## config.mk

```make
export PLATFORM = sky130hd
export DESIGN_NAME = tmr16_multi
export DESIGN_NICKNAME = d
export VERILOG_FILES = /design/src/rtl/tmr16_pkg.sv /design/src/rtl/tmr16_sync.sv /design/src/rtl/tmr16_dp.sv /design/src/rtl/tmr16_ctrl.sv /design/src/rtl/tmr16_multi.sv
export SDC_FILE = /design/constraint.sdc
export NUM_CORES = 1
export LEC_CHECK = 0
export ABC_AREA = 1
export BUFFER_PORTS_ARGS = -buffer_cell sky130_fd_sc_hd__clkbuf_2
export CORE_ASPECT_RATIO = 1.1
export CORE_MARGIN = 1.5
export CORE_UTILIZATION = 28
export CTS_BUF_LIST = sky130_fd_sc_hd__clkbuf_4 sky130_fd_sc_hd__clkbuf_8 sky130_fd_sc_hd__clkbuf_16
export DETAILED_ROUTE_END_ITERATION = 6
export GPL_ROUTABILITY_DRIVEN = 0
export REMOVE_ABC_BUFFERS = 1
export SLEW_MARGIN = 20
export SYNTH_ARGS = -nofsm -noshare
export SYNTH_HDL_FRONTEND = slang
export SYNTH_SLANG_ARGS = --single-unit
```

## constraint.sdc

```tcl
create_clock -name clk -period 3.9 [get_ports clk]
set_clock_uncertainty 0.15 [all_clocks]
set_input_delay 0.78 -clock clk [delete_from_list [all_inputs] [get_ports clk]]
set_output_delay 0.78 -clock clk [all_outputs]
set_load 0.01 [all_outputs]
```

## src/rtl/tmr16_pkg.sv

```systemverilog
package tmr16_pkg;

  // register addresses
  localparam int unsigned REG_CTL    = 0;
  localparam int unsigned REG_MODE   = 1;
  localparam int unsigned REG_CNT_LO = 2;
  localparam int unsigned REG_CNT_HI = 3;
  localparam int unsigned REG_RLD_LO = 4;
  localparam int unsigned REG_RLD_HI = 5;

  // control register bits
  localparam int unsigned BIT_RUN = 0;
  localparam int unsigned BIT_CT  = 1;
  localparam int unsigned BIT_CAP = 2;
  localparam int unsigned BIT_EXT = 3;
  localparam int unsigned BIT_RX  = 4;
  localparam int unsigned BIT_TX  = 5;
  localparam int unsigned BIT_OVF = 6;
  localparam int unsigned BIT_EXF = 7;

  // mode register bits
  localparam int unsigned BIT_DOWN = 0;
  localparam int unsigned BIT_CKO  = 1;
  localparam int unsigned BIT_IRQE = 2;

  typedef enum logic [2:0] {
    MODE_CAPTURE,
    MODE_RELOAD,
    MODE_UPDOWN,
    MODE_BAUD,
    MODE_CLKOUT
  } tmrMode_e;

  // strobes from control to datapath
  typedef struct packed {
    logic inc;
    logic dec;
    logic reload;
    logic loadMax;
    logic capture;
    logic wrCntLo;
    logic wrCntHi;
    logic wrRldLo;
    logic wrRldHi;
  } dpStrobe_t;

endpackage

```

## src/rtl/tmr16_sync.sv

```systemverilog
module tmr16_sync #(
  parameter int STAGES = 2
) (
  input  logic clk,
  input  logic rstN,
  input  logic pinIn,
  output logic level,
  output logic fall
);
  localparam int LAST = STAGES;

  logic [LAST:0] chain;

  always_ff @(posedge clk or negedge rstN) begin
    if (!rstN) chain <= '0;
    else       chain <= {chain[LAST-1:0], pinIn};
  end

  // level is the synchronized pin, chain[LAST] the previous sample of it
  assign level = chain[LAST-1];
  assign fall  = chain[LAST] & ~chain[LAST-1];
endmodule

```

## src/rtl/tmr16_dp.sv

```systemverilog
module tmr16_dp
  import tmr16_pkg::*;
#(
  parameter int CNT_W = 16
) (
  input  logic               clk,
  input  logic               rstN,
  input  dpStrobe_t          strobe,
  input  logic [CNT_W/2-1:0] wrData,
  output logic [CNT_W-1:0]   countVal,
  output logic [CNT_W-1:0]   rcapVal,
  output logic               isMax,
  output logic               atOrBelow
);
  localparam int HALF = CNT_W / 2;

  logic [CNT_W-1:0] cntNext;
  logic [CNT_W-1:0] rcapNext;

  always_comb begin
    cntNext = countVal;
    if (strobe.reload)       cntNext = rcapVal;
    else if (strobe.loadMax) cntNext = '1;
    else if (strobe.inc)     cntNext = countVal + CNT_W'(1);
    else if (strobe.dec)     cntNext = countVal - CNT_W'(1);
    // software byte writes take priority
    if (strobe.wrCntLo) cntNext[HALF-1:0]     = wrData;
    if (strobe.wrCntHi) cntNext[CNT_W-1:HALF] = wrData;
  end

  always_comb begin
    rcapNext = rcapVal;
    if (strobe.capture) rcapNext = countVal;
    if (strobe.wrRldLo) rcapNext[HALF-1:0]     = wrData;
    if (strobe.wrRldHi) rcapNext[CNT_W-1:HALF] = wrData;
  end

  always_ff @(posedge clk or negedge rstN) begin
    if (!rstN) begin
      countVal <= '0;
      rcapVal  <= '0;
    end else begin
      countVal <= cntNext;
      rcapVal  <= rcapNext;
    end
  end

  assign isMax     = &countVal;
  assign atOrBelow = countVal <= rcapVal;
endmodule

```

## src/rtl/tmr16_ctrl.sv

```systemverilog
module tmr16_ctrl
  import tmr16_pkg::*;
#(
  parameter int CNT_W  = 16,
  parameter int ADDR_W = 3
) (
  input  logic               clk,
  input  logic               rstN,
  input  logic               cntEn,
  input  logic               cntFall,
  input  logic               trgLevel,
  input  logic               trgFall,
  input  logic               wrEn,
  input  logic [ADDR_W-1:0]  wrAddr,
  input  logic [CNT_W/2-1:0] wrData,
  input  logic               isMax,
  input  logic               atOrBelow,
  output dpStrobe_t          strobe,
  output logic               ovfFlag,
  output logic               extFlag,
  output logic               irq,
  output logic               baudTick,
  output logic               clkOut
);
  logic runEn, ctSel, capSel, extEn, rxClk, txClk;
  logic downEn, clkOutEn, irqEn;
  tmrMode_e mode;

  logic wrCtl, wrMode;
  logic tick, trgQual, upDir, ovfEvt, unfEvt;
  logic ovfSet, extSet, extTog;
  logic ovfKept, extKept;

  assign wrCtl  = wrEn && (wrAddr == ADDR_W'(REG_CTL));
  assign wrMode = wrEn && (wrAddr == ADDR_W'(REG_MODE));

  // configuration bits
  always_ff @(posedge clk or negedge rstN) begin
    if (!rstN) begin
      runEn    <= 1'b0;
      ctSel    <= 1'b0;
      capSel   <= 1'b0;
      extEn    <= 1'b0;
      rxClk    <= 1'b0;
      txClk    <= 1'b0;
      downEn   <= 1'b0;
      clkOutEn <= 1'b0;
      irqEn    <= 1'b0;
    end else begin
      if (wrCtl) begin
        runEn  <= wrData[BIT_RUN];
        ctSel  <= wrData[BIT_CT];
        capSel <= wrData[BIT_CAP];
        extEn  <= wrData[BIT_EXT];
        rxClk  <= wrData[BIT_RX];
        txClk  <= wrData[BIT_TX];
      end
      if (wrMode) begin
        downEn   <= wrData[BIT_DOWN];
        clkOutEn <= wrData[BIT_CKO];
        irqEn    <= wrData[BIT_IRQE];
      end
    end
  end

  // mode decode, baud first, then clock-out, then capture/reload
  always_comb begin
    if (rxClk | txClk)  mode = MODE_BAUD;
    else if (clkOutEn)  mode = MODE_CLKOUT;
    else if (capSel)    mode = MODE_CAPTURE;
    else if (downEn)    mode = MODE_UPDOWN;
    else                mode = MODE_RELOAD;
  end

  assign tick    = runEn & (ctSel ? cntFall : cntEn);
  assign trgQual = extEn & trgFall;
  assign upDir   = (mode == MODE_UPDOWN) ? trgLevel : 1'b1;
  assign ovfEvt  = tick & upDir & isMax;
  assign unfEvt  = tick & ~upDir & atOrBelow;

  always_comb begin
    strobe         = '0;
    strobe.inc     = tick & upDir;
    strobe.dec     = tick & ~upDir;
    strobe.loadMax = unfEvt;
    strobe.capture = trgQual & (mode == MODE_CAPTURE);
    strobe.reload  = (ovfEvt & (mode != MODE_CAPTURE))
                   | (trgQual & (mode == MODE_RELOAD));
    strobe.wrCntLo = wrEn && (wrAddr == ADDR_W'(REG_CNT_LO));
    strobe.wrCntHi = wrEn && (wrAddr == ADDR_W'(REG_CNT_HI));
    strobe.wrRldLo = wrEn && (wrAddr == ADDR_W'(REG_RLD_LO));
    strobe.wrRldHi = wrEn && (wrAddr == ADDR_W'(REG_RLD_HI));
  end

  always_comb begin
    ovfSet = (ovfEvt & (mode == MODE_CAPTURE || mode == MODE_RELOAD ||
                        mode == MODE_UPDOWN)) | unfEvt;
    extSet = trgQual & (mode != MODE_UPDOWN);
    extTog = (mode == MODE_UPDOWN) & (ovfEvt | unfEvt);
  end

  // flags: software clears by writing zero, hardware set wins
  assign ovfKept = ovfFlag & ~(wrCtl & ~wrData[BIT_OVF]);
  assign extKept = extFlag & ~(wrCtl & ~wrData[BIT_EXF]);

  always_ff @(posedge clk or negedge rstN) begin
    if (!rstN) begin
      ovfFlag  <= 1'b0;
      extFlag  <= 1'b0;
      baudTick <= 1'b0;
      clkOut   <= 1'b0;
    end else begin
      ovfFlag  <= ovfSet | ovfKept;
      extFlag  <= extSet | (extTog ? ~extKept : extKept);
      baudTick <= ovfEvt & (mode == MODE_BAUD);
      clkOut   <= clkOut ^ (ovfEvt & (mode == MODE_CLKOUT));
    end
  end

  assign irq = irqEn & (ovfFlag | (extFlag & (mode != MODE_UPDOWN)));
endmodule

```

## src/rtl/tmr16_multi.sv

```systemverilog
module tmr16_multi
  import tmr16_pkg::*;
#(
  parameter int CNT_W  = 16,
  parameter int ADDR_W = 3,
  parameter int SYNC_N = 2
) (
  input  logic               clk,
  input  logic               rstN,
  input  logic               cntEn,
  input  logic               cntPin,
  input  logic               trgPin,
  input  logic               wrEn,
  input  logic [ADDR_W-1:0]  wrAddr,
  input  logic [CNT_W/2-1:0] wrData,
  output logic               ovfFlag,
  output logic               extFlag,
  output logic               irq,
  output logic               baudTick,
  output logic               clkOut,
  output logic [CNT_W-1:0]   countVal,
  output logic [CNT_W-1:0]   rcapVal
);
  logic      cntLevel, cntFall, trgLevel, trgFall;
  logic      isMax, atOrBelow;
  dpStrobe_t strobe;

  tmr16_sync #(.STAGES(SYNC_N)) cntSync_i (
    .clk(clk), .rstN(rstN), .pinIn(cntPin), .level(cntLevel), .fall(cntFall)
  );

  tmr16_sync #(.STAGES(SYNC_N)) trgSync_i (
    .clk(clk), .rstN(rstN), .pinIn(trgPin), .level(trgLevel), .fall(trgFall)
  );

  tmr16_ctrl #(.CNT_W(CNT_W), .ADDR_W(ADDR_W)) ctrl_i (
    .clk(clk), .rstN(rstN), .cntEn(cntEn),
    .cntFall(cntFall & ~cntLevel), .trgLevel(trgLevel), .trgFall(trgFall),
    .wrEn(wrEn), .wrAddr(wrAddr), .wrData(wrData),
    .isMax(isMax), .atOrBelow(atOrBelow), .strobe(strobe),
    .ovfFlag(ovfFlag), .extFlag(extFlag), .irq(irq),
    .baudTick(baudTick), .clkOut(clkOut)
  );

  tmr16_dp #(.CNT_W(CNT_W)) dp_i (
    .clk(clk), .rstN(rstN), .strobe(strobe), .wrData(wrData),
    .countVal(countVal), .rcapVal(rcapVal),
    .isMax(isMax), .atOrBelow(atOrBelow)
  );
endmodule

```

==> impl_metrics.py, run 1 <==
metrics = {
    "grt": {
        "antenna_found_initial": 0,
        "track_usage_pct": 16.6,
        "grt-ovfl-total": 0,
        "grt_start_max_net_pins": 41,
        "grt_pass1_wl_um": 19000,
        "first_global_vias": 3607,
    },
    "worst_setup_path": {
        "crit_path_max_incr_delay_ns": 0.41,
        "rr_endpoint": "dp_i.countVal[13]$_DFFE_PN0P_",
        "r2r_start": "ctrl_i.txClk$_DFFE_PN0P_",
        "crit_chain": "clkbuf_2, o21ai_1, nor2_4, nand2_4, ha_1, or2_2, nand2_1, o21bai_1, nand2_1, nand2_1, nand2_1, nand2_1, nand3_1, nand2_1, a21oi_1",
        "rrSetupSlack_ns": 1.17,
        "path_common_cell": "nand2_1",
        "slowest_stage": "ha_1",
        "worstPathArrival_ns": 2.83,
        "worstPathMaxFanout": 18,
        "critPathRequiredTime_ns": 3.94,
        "crit_family": "simple AND/OR/NAND/NOR gates",
        "cp.buffers_inverters": 1,
        "startpoint_type": "input pin",
        "crit_type": "input pin to flip-flop",
        "rr_worst_depth": 14,
        "endpoint_kind": "flip-flop",
    },
    "clock_tree": {
        "htreeDepth": 2,
        "clk_pin_slew_worst_paths_ns": 0.07,
        "clock_latency_ns": 0.30,
        "clock_path_buffers": 2,
        "cts_resized": 0,
        "clockRootBuffer": "clkbuf_16",
        "hold_buffers": 0,
        "numClockSinks": 51,
        "cts_buffers": 5,
        "cts_tree": "built",
        "cts_setup_buffers": 0,
    },
    "cells_and_area": {
        "layout_commonest_cell": "nand2_1",
        "stdcell_area_mm2": 0.00462,
        "area_growth_pct": 15.0,
        "final_cell_mix": "nand2_1 (182), inv_1 (93), nor2_1 (52), clkbuf_2 (52), dfrtp_1 (51)",
        "drive_above_1_share_pct": 13.8,
        "fin_nets": 685,
        "antenna_cells": 0,
        "fin_util_pct": 33.3,
    },
    "yosys": {
        "synth-seq-area-share_pct": 31.7,
        "avgSynthCellArea_um2": 6.89,
        "synth_top_area_cell": "dfrtp_1",
        "synth-seq-cells": 51,
        "synth_top_area_share_pct": 31.7,
        "synthTopCellsByArea": "dfrtp_1 (32%), nand2_1 (17%), ha_1 (9.6%)",
        "synth.distinct_cells": 39,
        "postSynthCellCount": 584,
        "ys_warn_count": 0,
        "syn_area_mm2": 0.00402,
    },
    "sta": {
        "max_freq_mhz": 358,
        "hold_viol": 0,
        "tightest_slew_ns": 0.944,
        "slew_headroom_pct": 37.0,
        "rsz0062_at_grt": "no",
        "tns_ns": 0,
        "setup_viol": 0,
        "final.min_clock_period_ns": 2.79,
        "hold_slack_ns": 0.207,
        "final_max_slew_viol_count": 0,
        "min_period_over_period_pct": 71.6,
    },
    "placement": {
        "dpl.hpwl_um": 9490,
        "port_buffers": 53,
        "placed_area_mm2": 0.00447,
    },
    "routing": {
        "wl_per_cell_um": 14.6,
        "drcViolationCount": 0,
        "drt_iter0_markers": 222,
        "wirelength_um": 12000,
        "num_vias": 3821,
        "firstDrtPassIters": 4,
        "final_antenna_net_count": 0,
        "via_per_inst": 4.63,
    },
    "worst_hold_path": {
        "min_path_type": "flip-flop to flip-flop",
        "hold_start": "cntSync_i.chain[0]$_DFF_PN0_",
        "min_to": "cntSync_i.chain[1]$_DFF_PN0_",
        "worst_hold_path.num_cells": 0,
    },
    "floorplanning": {
        "rows": 45,
        "initial_core_util_pct": 28.9,
        "ios": 54,
        "die_w_um": 117,
        "dieArea_mm2": 0.0151,
        "die_y_um": 129,
        "core_mm2": 0.0139,
    },
    "pwr": {
        "seq_power_share_pct": 27.3,
        "swShare_pct": 50.1,
        "power.leakage_nw": 2.53,
        "intPower_mw": 1.75,
        "vdd_ir_drop_max_mv": 0.190,
        "total_power_mw": 3.51,
        "pwr-share-comb_pct": 59.6,
        "power_density_mw_per_mm2": 760,
        "p_sw_mw": 1.76,
        "pwr-share-clk_pct": 13.1,
    },
    "run_status": {
        "status": "finished, final reports clean",
    },
    "flow_run": {
        "max-cap-violations": 0,
    },
}
## cell usage after synthesis (all sizes together)
| master | instances |
|---|---|
| ha | 31 |
| nor3 | 8 |
| dfrtp | 51 |
| xnor2 | 5 |
| o22ai | 11 |
| inv | 98 |
| clkbuf | 5 |
| o311ai | 1 |
| nor3b | 1 |
| nor2 | 56 |
| nand3b | 2 |
| a21o | 1 |
| nand3 | 29 |
| or2 | 1 |
| o21ai | 37 |
| nand2 | 185 |
| o211ai | 13 |
| a31oi | 2 |
| a21oi | 26 |
| buf | 5 |
| xor2 | 6 |
| o21bai | 2 |
| fa | 1 |
| nand4 | 7 |
## worst max-delay path by stage
stage,start,to,slack [ns],cells after the start
6_report,cntEn,dp_i.countVal[13]$_DFFE_PN0P_,1.11,15
5_1_grt,cntEn,dp_i.countVal[9]$_DFFE_PN0P_,0.89,14
4_1_cts,cntEn,dp_i.countVal[11]$_DFFE_PN0P_,1.15,13
3_5_place_dp,cntEn,dp_i.countVal[11]$_DFFE_PN0P_,0.85,13
3_3_place_gp,cntEn,dp_i.countVal[11]$_DFFE_PN0P_,0.86,13
2_1_floorplan,cntEn,dp_i.countVal[11]$_DFFE_PN0P_,1.17,12
## power groups by stage
stage	registers (mW)	logic (mW)	clock network, mW
floorplan	0.942	1.48	0
global placement	0.977	2.08	0
detailed placement	0.972	2.09	0
CTS	0.965	2.10	0.467
global route	0.992	2.43	0.487
finish	0.960	2.09	0.460
## layout make-up
type / count / area, µm²
timing repair buffer: 55 / 280
multi-input combinational: 425 / 2310
tap: 188 / 235
clock inverter: 3 / 25.0
inverter: 98 / 370
clock buffer: 5 / 125
fill: 1563 / 9280
sequential: 51 / 1280
## state kept, by name (all words and copies together), names as in the netlist, 3 cells and up
signal / cells
dp_i.rcapVal: 16
dp_i.countVal: 16
trgSync_i.chain: 3
cntSync_i.chain: 3
## cells by family (layout without fill, tap and decap cells)
family,Yosys count,count (layout),share of synthesized area [%]
adder cells (fa/ha/maj),32,32,10.1
buffers and inverters,108,161,10.8
XOR/XNOR,11,11,2.40
AO/OA/AOI/OAI,93,93,13.5
AND/OR/NAND/NOR,289,289,31.4
flip-flops,51,51,31.7
## routing by layer
layer	wire length, µm	global-route usage (%)
met5	0	0
met4	411	7.02
met3	522	2.12
met2	5400	26.6
met1	5690	22.5
## through the flow
| step | setup WS (ns) | instances |
|---|---|---|
| after global routing | 0.888 | 825 |
| after floorplan | 1.17 | 574 |
| final | 1.11 | 825 |
| after global placement | 0.863 | 817 |
| after CTS | 1.15 | 825 |
| after detailed placement | 0.850 | 817 |
Power figures use the tool's default switching activity.
==> inputs of run 2 (changes only) <==
==> constraint.sdc (replaced) <==
create_clock -name clk -period 2.2 [get_ports clk]
set_clock_uncertainty 0.15 [all_clocks]
set_input_delay 0.44 -clock clk [delete_from_list [all_inputs] [get_ports clk]]
set_output_delay 0.44 -clock clk [all_outputs]
set_load 0.01 [all_outputs]
==> impl_metrics.py, run 2 (same netlist as run 1, synthesis figures left out) <==
metrics = {
    "sta": {
        "hold_slack_ns": 0.0938,
        "max_freq_mhz": 402,
        "hold_viol": 0,
        "tightest_slew_ns": 0.311,
        "final.min_clock_period_ns": 2.49,
        "fin_ws_ns": -0.289,
        "rsz0062_at_grt": "yes",
        "final_max_slew_viol_count": 0,
        "setup_viol": 13,
        "min_period_over_period_pct": 113,
        "tns_ns": -2.71,
        "slew_headroom_pct": 79.2,
    },
    "cells_and_area": {
        "final_cell_mix": "nand2_1 (150), inv_1 (87), buf_4 (82)",
        "antenna_cells": 0,
        "stdcell_area_mm2": 0.00595,
        "fin_util_pct": 42.8,
        "reg_top3": "dp_i.countVal x16, dp_i.rcapVal x16",
        "layout_commonest_cell": "nand2_1",
        "drive_above_1_share_pct": 37.1,
        "area_growth_pct": 48.0,
        "fin_nets": 775,
    },
    "placement": {
        "port_buffers": 53,
        "placed_area_mm2": 0.00505,
        "post-place-ws_ns": -0.405,
        "dpl.hpwl_um": 10200,
    },
    "worst_setup_path": {
        "critPathRequiredTime_ns": 2.28,
        "worstPathMaxFanout": 6,
        "startpoint_type": "flip-flop",
        "worstPathArrival_ns": 2.57,
        "crit_type": "flip-flop to flip-flop",
        "endpoint_kind": "flip-flop",
    },
    "floorplanning": {
        "core_mm2": 0.0139,
        "ios": 54,
        "die_w_um": 117,
        "dieArea_mm2": 0.0151,
        "die_y_um": 129,
        "initial_core_util_pct": 28.9,
        "rows": 45,
    },
    "pwr": {
        "vdd_ir_drop_max_mv": 0.434,
        "power_density_mw_per_mm2": 1440,
        "power.leakage_nw": 3.09,
    },
    "routing": {
        "num_vias": 4337,
        "drt_iter0_markers": 260,
        "dr_wl_met3_um": 589,
        "final_antenna_net_count": 0,
        "wirelength_um": 13500,
        "via_per_inst": 4.74,
        "topRoutingLayerUsed": "met4",
        "firstDrtPassIters": 5,
        "wl_met2_um": 6550,
        "wl_met1_um": 5870,
        "wl_per_cell_um": 14.8,
        "drcViolationCount": 0,
    },
    "clock_tree": {
        "cts_buffers": 5,
        "numClockSinks": 51,
        "clock_latency_ns": 0.30,
        "htreeDepth": 2,
        "clockRootBuffer": "clkbuf_16",
        "clk_pin_slew_worst_paths_ns": 0.07,
        "clock_path_buffers": 2,
        "cts_tree": "built",
    },
    "grt": {
        "first_global_vias": 4000,
        "track_usage_pct": 17.8,
        "grt_pass1_wl_um": 20500,
        "grt-ovfl-total": 0,
        "grt_start_max_net_pins": 52,
        "antenna_found_initial": 0,
    },
    "flow_run": {
        "max-cap-violations": 0,
    },
    "worst_hold_path": {
        "min_path_type": "input pin to flip-flop",
    },
    "run_status": {
        "status": "finished, violations left",
        "violations": "setup timing",
    },
}
-- run 2: cell types whose count changed in the layout (fill, tap and decap cells not counted), sizes merged --
cell / delta
buf: +85
nand2: +1
clkbuf: +3
dlygate4sd3: +1
-- run 2: area by class of cell --
| type | count | area [µm²] |
|---|---|---|
| flip-flops and latches | 51 | 1280 |
| clock buffers | 5 | 125 |
| multi-input cells | 426 | 2870 |
| clock inverters | 3 | 27.5 |
| repair buffers | 144 | 1040 |
| fillers | 1427 | 7950 |
| inverters | 98 | 373 |
| well taps | 188 | 235 |
-- run 2: final timing paths --
path | from | to | slack [ns] | cells after the start
min in group asynchronous | rstN | cntSync_i.chain[2]$_DFF_PN0_ | 0.52 | 3
hold / removal | cntPin | cntSync_i.chain[0]$_DFF_PN0_ | 0.09 | 1
setup / recovery | ctrl_i.txClk$_DFFE_PN0P_ | dp_i.countVal[15]$_DFFE_PN0P_ | -0.29 | 15
setup reg to reg | ctrl_i.txClk$_DFFE_PN0P_ | dp_i.countVal[15]$_DFFE_PN0P_ | -0.29 | 15
max in group asynchronous | rstN | dp_i.countVal[6]$_DFFE_PN0P_ | 1.12 | 3
hold reg to reg | trgSync_i.chain[0]$_DFF_PN0_ | trgSync_i.chain[1]$_DFF_PN0_ | 0.20 | 0
-- run 2: critical path, stage by stage, from the launching register on --
cell	delay [ns]
dfrtp_1	0.41
nor2_4	0.14
nand4_4	0.21
nand2_8	0.20
clkbuf_16	0.18
ha_4	0.22
buf_4	0.14
nand3_1	0.08
nand2_1	0.08
nor2_2	0.16
nand2_2	0.06
nand2_1	0.06
nand2_1	0.04
nand3_1	0.08
nand2_1	0.07
a21oi_2	0.12
-- run 2: per-stage QoR --
stage                     power [mW]  std cells
final                           8.57        915
after global routing            9.34        915
after CTS                       7.52        901
after detailed placement        6.26        889
after global placement          6.23        889
after floorplan                 4.29        574
-- run 2: per-layer routing --
metal,up-vias,track usage (%)
met5,-,0
met4,0,6.87
met3,33,2.26
met2,135,29.7
met1,2007,23.2
li1,2162,-
-- run 2: power by group --
part           internal (mW)  switching [mW]
logic                   2.90            3.33
registers               1.25           0.268
clock network          0.435           0.394
total                   4.58            3.99
-- run 2: what timing repair did --
item,4_1_cts,5_1_grt
hold buffers,1,0
resized for setup,27,84
pin swaps,5,32
setup buffers,2,12
hold endpoints to repair,51,0
endpoints found under the setup margin,15,19
cloned,1,2
==> inputs of run 3 (changes only) <==
--- a/config.mk
+++ b/config.mk
@@ -6,7 +6,7 @@
 export NUM_CORES = 1
 export LEC_CHECK = 0
 export ABC_AREA = 1
-export BUFFER_PORTS_ARGS = -buffer_cell sky130_fd_sc_hd__clkbuf_2
+export BUFFER_PORTS_ARGS = -buffer_cell sky130_fd_sc_hd__buf_2
 export CORE_ASPECT_RATIO = 1.1
 export CORE_MARGIN = 1.5
 export CORE_UTILIZATION = 28
==> impl_metrics.py, run 3 (same netlist as run 1, synthesis figures left out) <==
metrics = {
    "pwr": {
        "pwr-share-clk_pct": 9.2,
        "power.leakage_nw": 3.17,
        "intPower_mw": 4.82,
        "power_density_mw_per_mm2": 1480,
        "swShare_pct": 47.0,
        "seq_power_share_pct": 16.7,
        "pwr-share-comb_pct": 74.2,
        "p_sw_mw": 4.28,
        "vdd_ir_drop_max_mv": 0.479,
    },
    "run_status": {
        "status": "finished, violations left",
        "violations": "setup timing",
    },
    "floorplanning": {
        "ios": 54,
        "rows": 45,
        "die_w_um": 117,
        "initial_core_util_pct": 28.9,
        "die_y_um": 129,
        "core_mm2": 0.0139,
        "dieArea_mm2": 0.0151,
    },
    "worst_setup_path": {
        "worstPathArrival_ns": 2.56,
        "crit_type": "flip-flop to flip-flop",
        "rr_worst_depth": 15,
        "critPathRequiredTime_ns": 2.24,
        "rr_endpoint": "dp_i.countVal[13]$_DFFE_PN0P_",
        "r2r_start": "ctrl_i.clkOutEn$_DFFE_PN0P_",
        "slowest_stage": "dfrtp_1",
        "worstPathMaxFanout": 5,
        "startpoint_type": "flip-flop",
        "rrSetupSlack_ns": -0.32,
        "crit_chain": "nor2_4, nand4_4, nand2_8, buf_4, ha_4, nand2_1, nand2_2, a21oi_2, nor2_1, nor2_1, nand3b_1, nand2_1, nand3_2, nand2_2, a21oi_2",
        "endpoint_kind": "flip-flop",
        "crit_path_max_incr_delay_ns": 0.41,
    },
    "sta": {
        "final.min_clock_period_ns": 2.52,
        "setup_viol": 13,
        "hold_slack_ns": 0.0933,
        "tightest_slew_ns": 0.333,
        "fin_ws_ns": -0.324,
        "min_period_over_period_pct": 115,
        "slew_headroom_pct": 77.7,
        "rsz0062_at_grt": "yes",
        "final_max_slew_viol_count": 0,
        "hold_viol": 0,
        "max_freq_mhz": 396,
    },
    "worst_hold_path": {
        "min_to": "cntSync_i.chain[0]$_DFF_PN0_",
        "hold_start": "cntPin",
        "worst_hold_path.num_cells": 1,
        "min_path_type": "input pin to flip-flop",
    },
    "flow_run": {
        "max-cap-violations": 0,
    },
    "placement": {
        "port_buffers": 53,
        "dpl.hpwl_um": 10100,
        "post-place-ws_ns": -0.483,
    },
    "cells_and_area": {
        "layout_commonest_cell": "nand2_1",
        "drive_above_1_share_pct": 40.7,
        "fill_cells": 1373,
        "final_cell_mix": "nand2_1 (138), buf_4 (89), inv_1 (84)",
        "reg_top3": "dp_i.countVal x16, dp_i.rcapVal x16",
        "fin_util_pct": 44.2,
        "antenna_cells": 0,
        "area_growth_pct": 52.7,
        "fin_nets": 785,
    },
    "clock_tree": {
        "clockRootBuffer": "clkbuf_16",
        "cts_tree": "built",
        "cts_buffers": 5,
        "numClockSinks": 51,
        "clock_path_buffers": 2,
        "clock_latency_ns": 0.30,
        "clk_pin_slew_worst_paths_ns": 0.07,
        "htreeDepth": 2,
    },
    "grt": {
        "grt_start_max_net_pins": 52,
        "grt-ovfl-total": 0,
        "track_usage_pct": 18.5,
        "first_global_vias": 4294,
        "antenna_found_initial": 0,
        "grt_pass1_wl_um": 21500,
    },
    "routing": {
        "num_vias": 4412,
        "drt_iter0_markers": 315,
        "wl_per_cell_um": 15.2,
        "firstDrtPassIters": 5,
        "final_antenna_net_count": 0,
        "via_per_inst": 4.77,
        "drcViolationCount": 0,
        "wirelength_um": 14100,
    },
}
run 3: per-layer routing:
layer	track usage, %	part of all wire [%]	up-vias
met4	10.3	5.4	0
met3	1.98	4.6	47
met2	30.6	47	138
met5	0	0	-
met1	23.5	43	2051
li1	-	-	2176
run 3: worst max-delay path, delay by kind of cell, from the launching register on:
kind	cells	cell delay (ns)
flops	1	0.41
buf+inv	1	0.13
compound gates	2	0.24
simple gates	11	1.28
fa+ha+maj	1	0.21
run 3: how the worst max path moves through the flow:
stage	end	from	cells past startpoint	slack (ns)
2_1_floorplan	dp_i.countVal[11]$_DFFE_PN0P_	ctrl_i.clkOutEn$_DFFE_PN0P_	12	-0.20
3_3_place_gp	dp_i.countVal[11]$_DFFE_PN0P_	cntEn	13	-0.50
3_5_place_dp	dp_i.countVal[11]$_DFFE_PN0P_	cntEn	13	-0.48
4_1_cts	dp_i.countVal[12]$_DFFE_PN0P_	cntSync_i.chain[1]$_DFF_PN0_	15	-0.27
5_1_grt	dp_i.countVal[13]$_DFFE_PN0P_	cntSync_i.chain[1]$_DFF_PN0_	16	-0.50
6_report	dp_i.countVal[13]$_DFFE_PN0P_	ctrl_i.clkOutEn$_DFFE_PN0P_	15	-0.32
run 3: area by class of cell:
cell class	count	area, µm²	area share [%]
clock buffer	5	125	2.04
inverter	98	378	6.15
tap	188	235	3.83
multi-input combinational	426	2980	48.5
sequential	51	1280	20.9
clock inverter	3	27.5	0.448
timing repair buffer	154	1120	18.2
run 3: power by group through the flow:
stage               clock [mW]  combinational (mW)  sequential [mW]
finish                   0.836                6.75             1.52
global route             0.892                7.38             1.56
CTS                      0.853                5.67             1.53
detailed placement           0                4.71             1.52
global placement             0                4.68             1.53
floorplan                    0                2.62             1.67
run 3: per-stage QoR:
| stage | total power, mW | std cells | TNS, ns | instance area, µm² |
|---|---|---|---|---|
| 6_report | 9.10 | 925 | -2.86 | 6140 |
| 3_3_place_gp | 6.21 | 888 | -4.23 | 5030 |
| 5_1_grt | 9.83 | 925 | -4.99 | 6140 |
| 3_5_place_dp | 6.23 | 888 | -4.18 | 5030 |
| 4_1_cts | 8.05 | 906 | -1.94 | 5680 |
| 2_1_floorplan | 4.29 | 574 | -1.06 | 3960 |
run 3: what timing repair did:
item | 4_1_cts | 5_1_grt
hold buffers | 1 | 0
setup endpoints to repair | 13 | 20
buffers inserted | 8 | 18
pin swaps | 23 | 42
resized for setup | 75 | 78
endpoints found under the hold margin | 33 | 0
gates cloned | 1 | 1
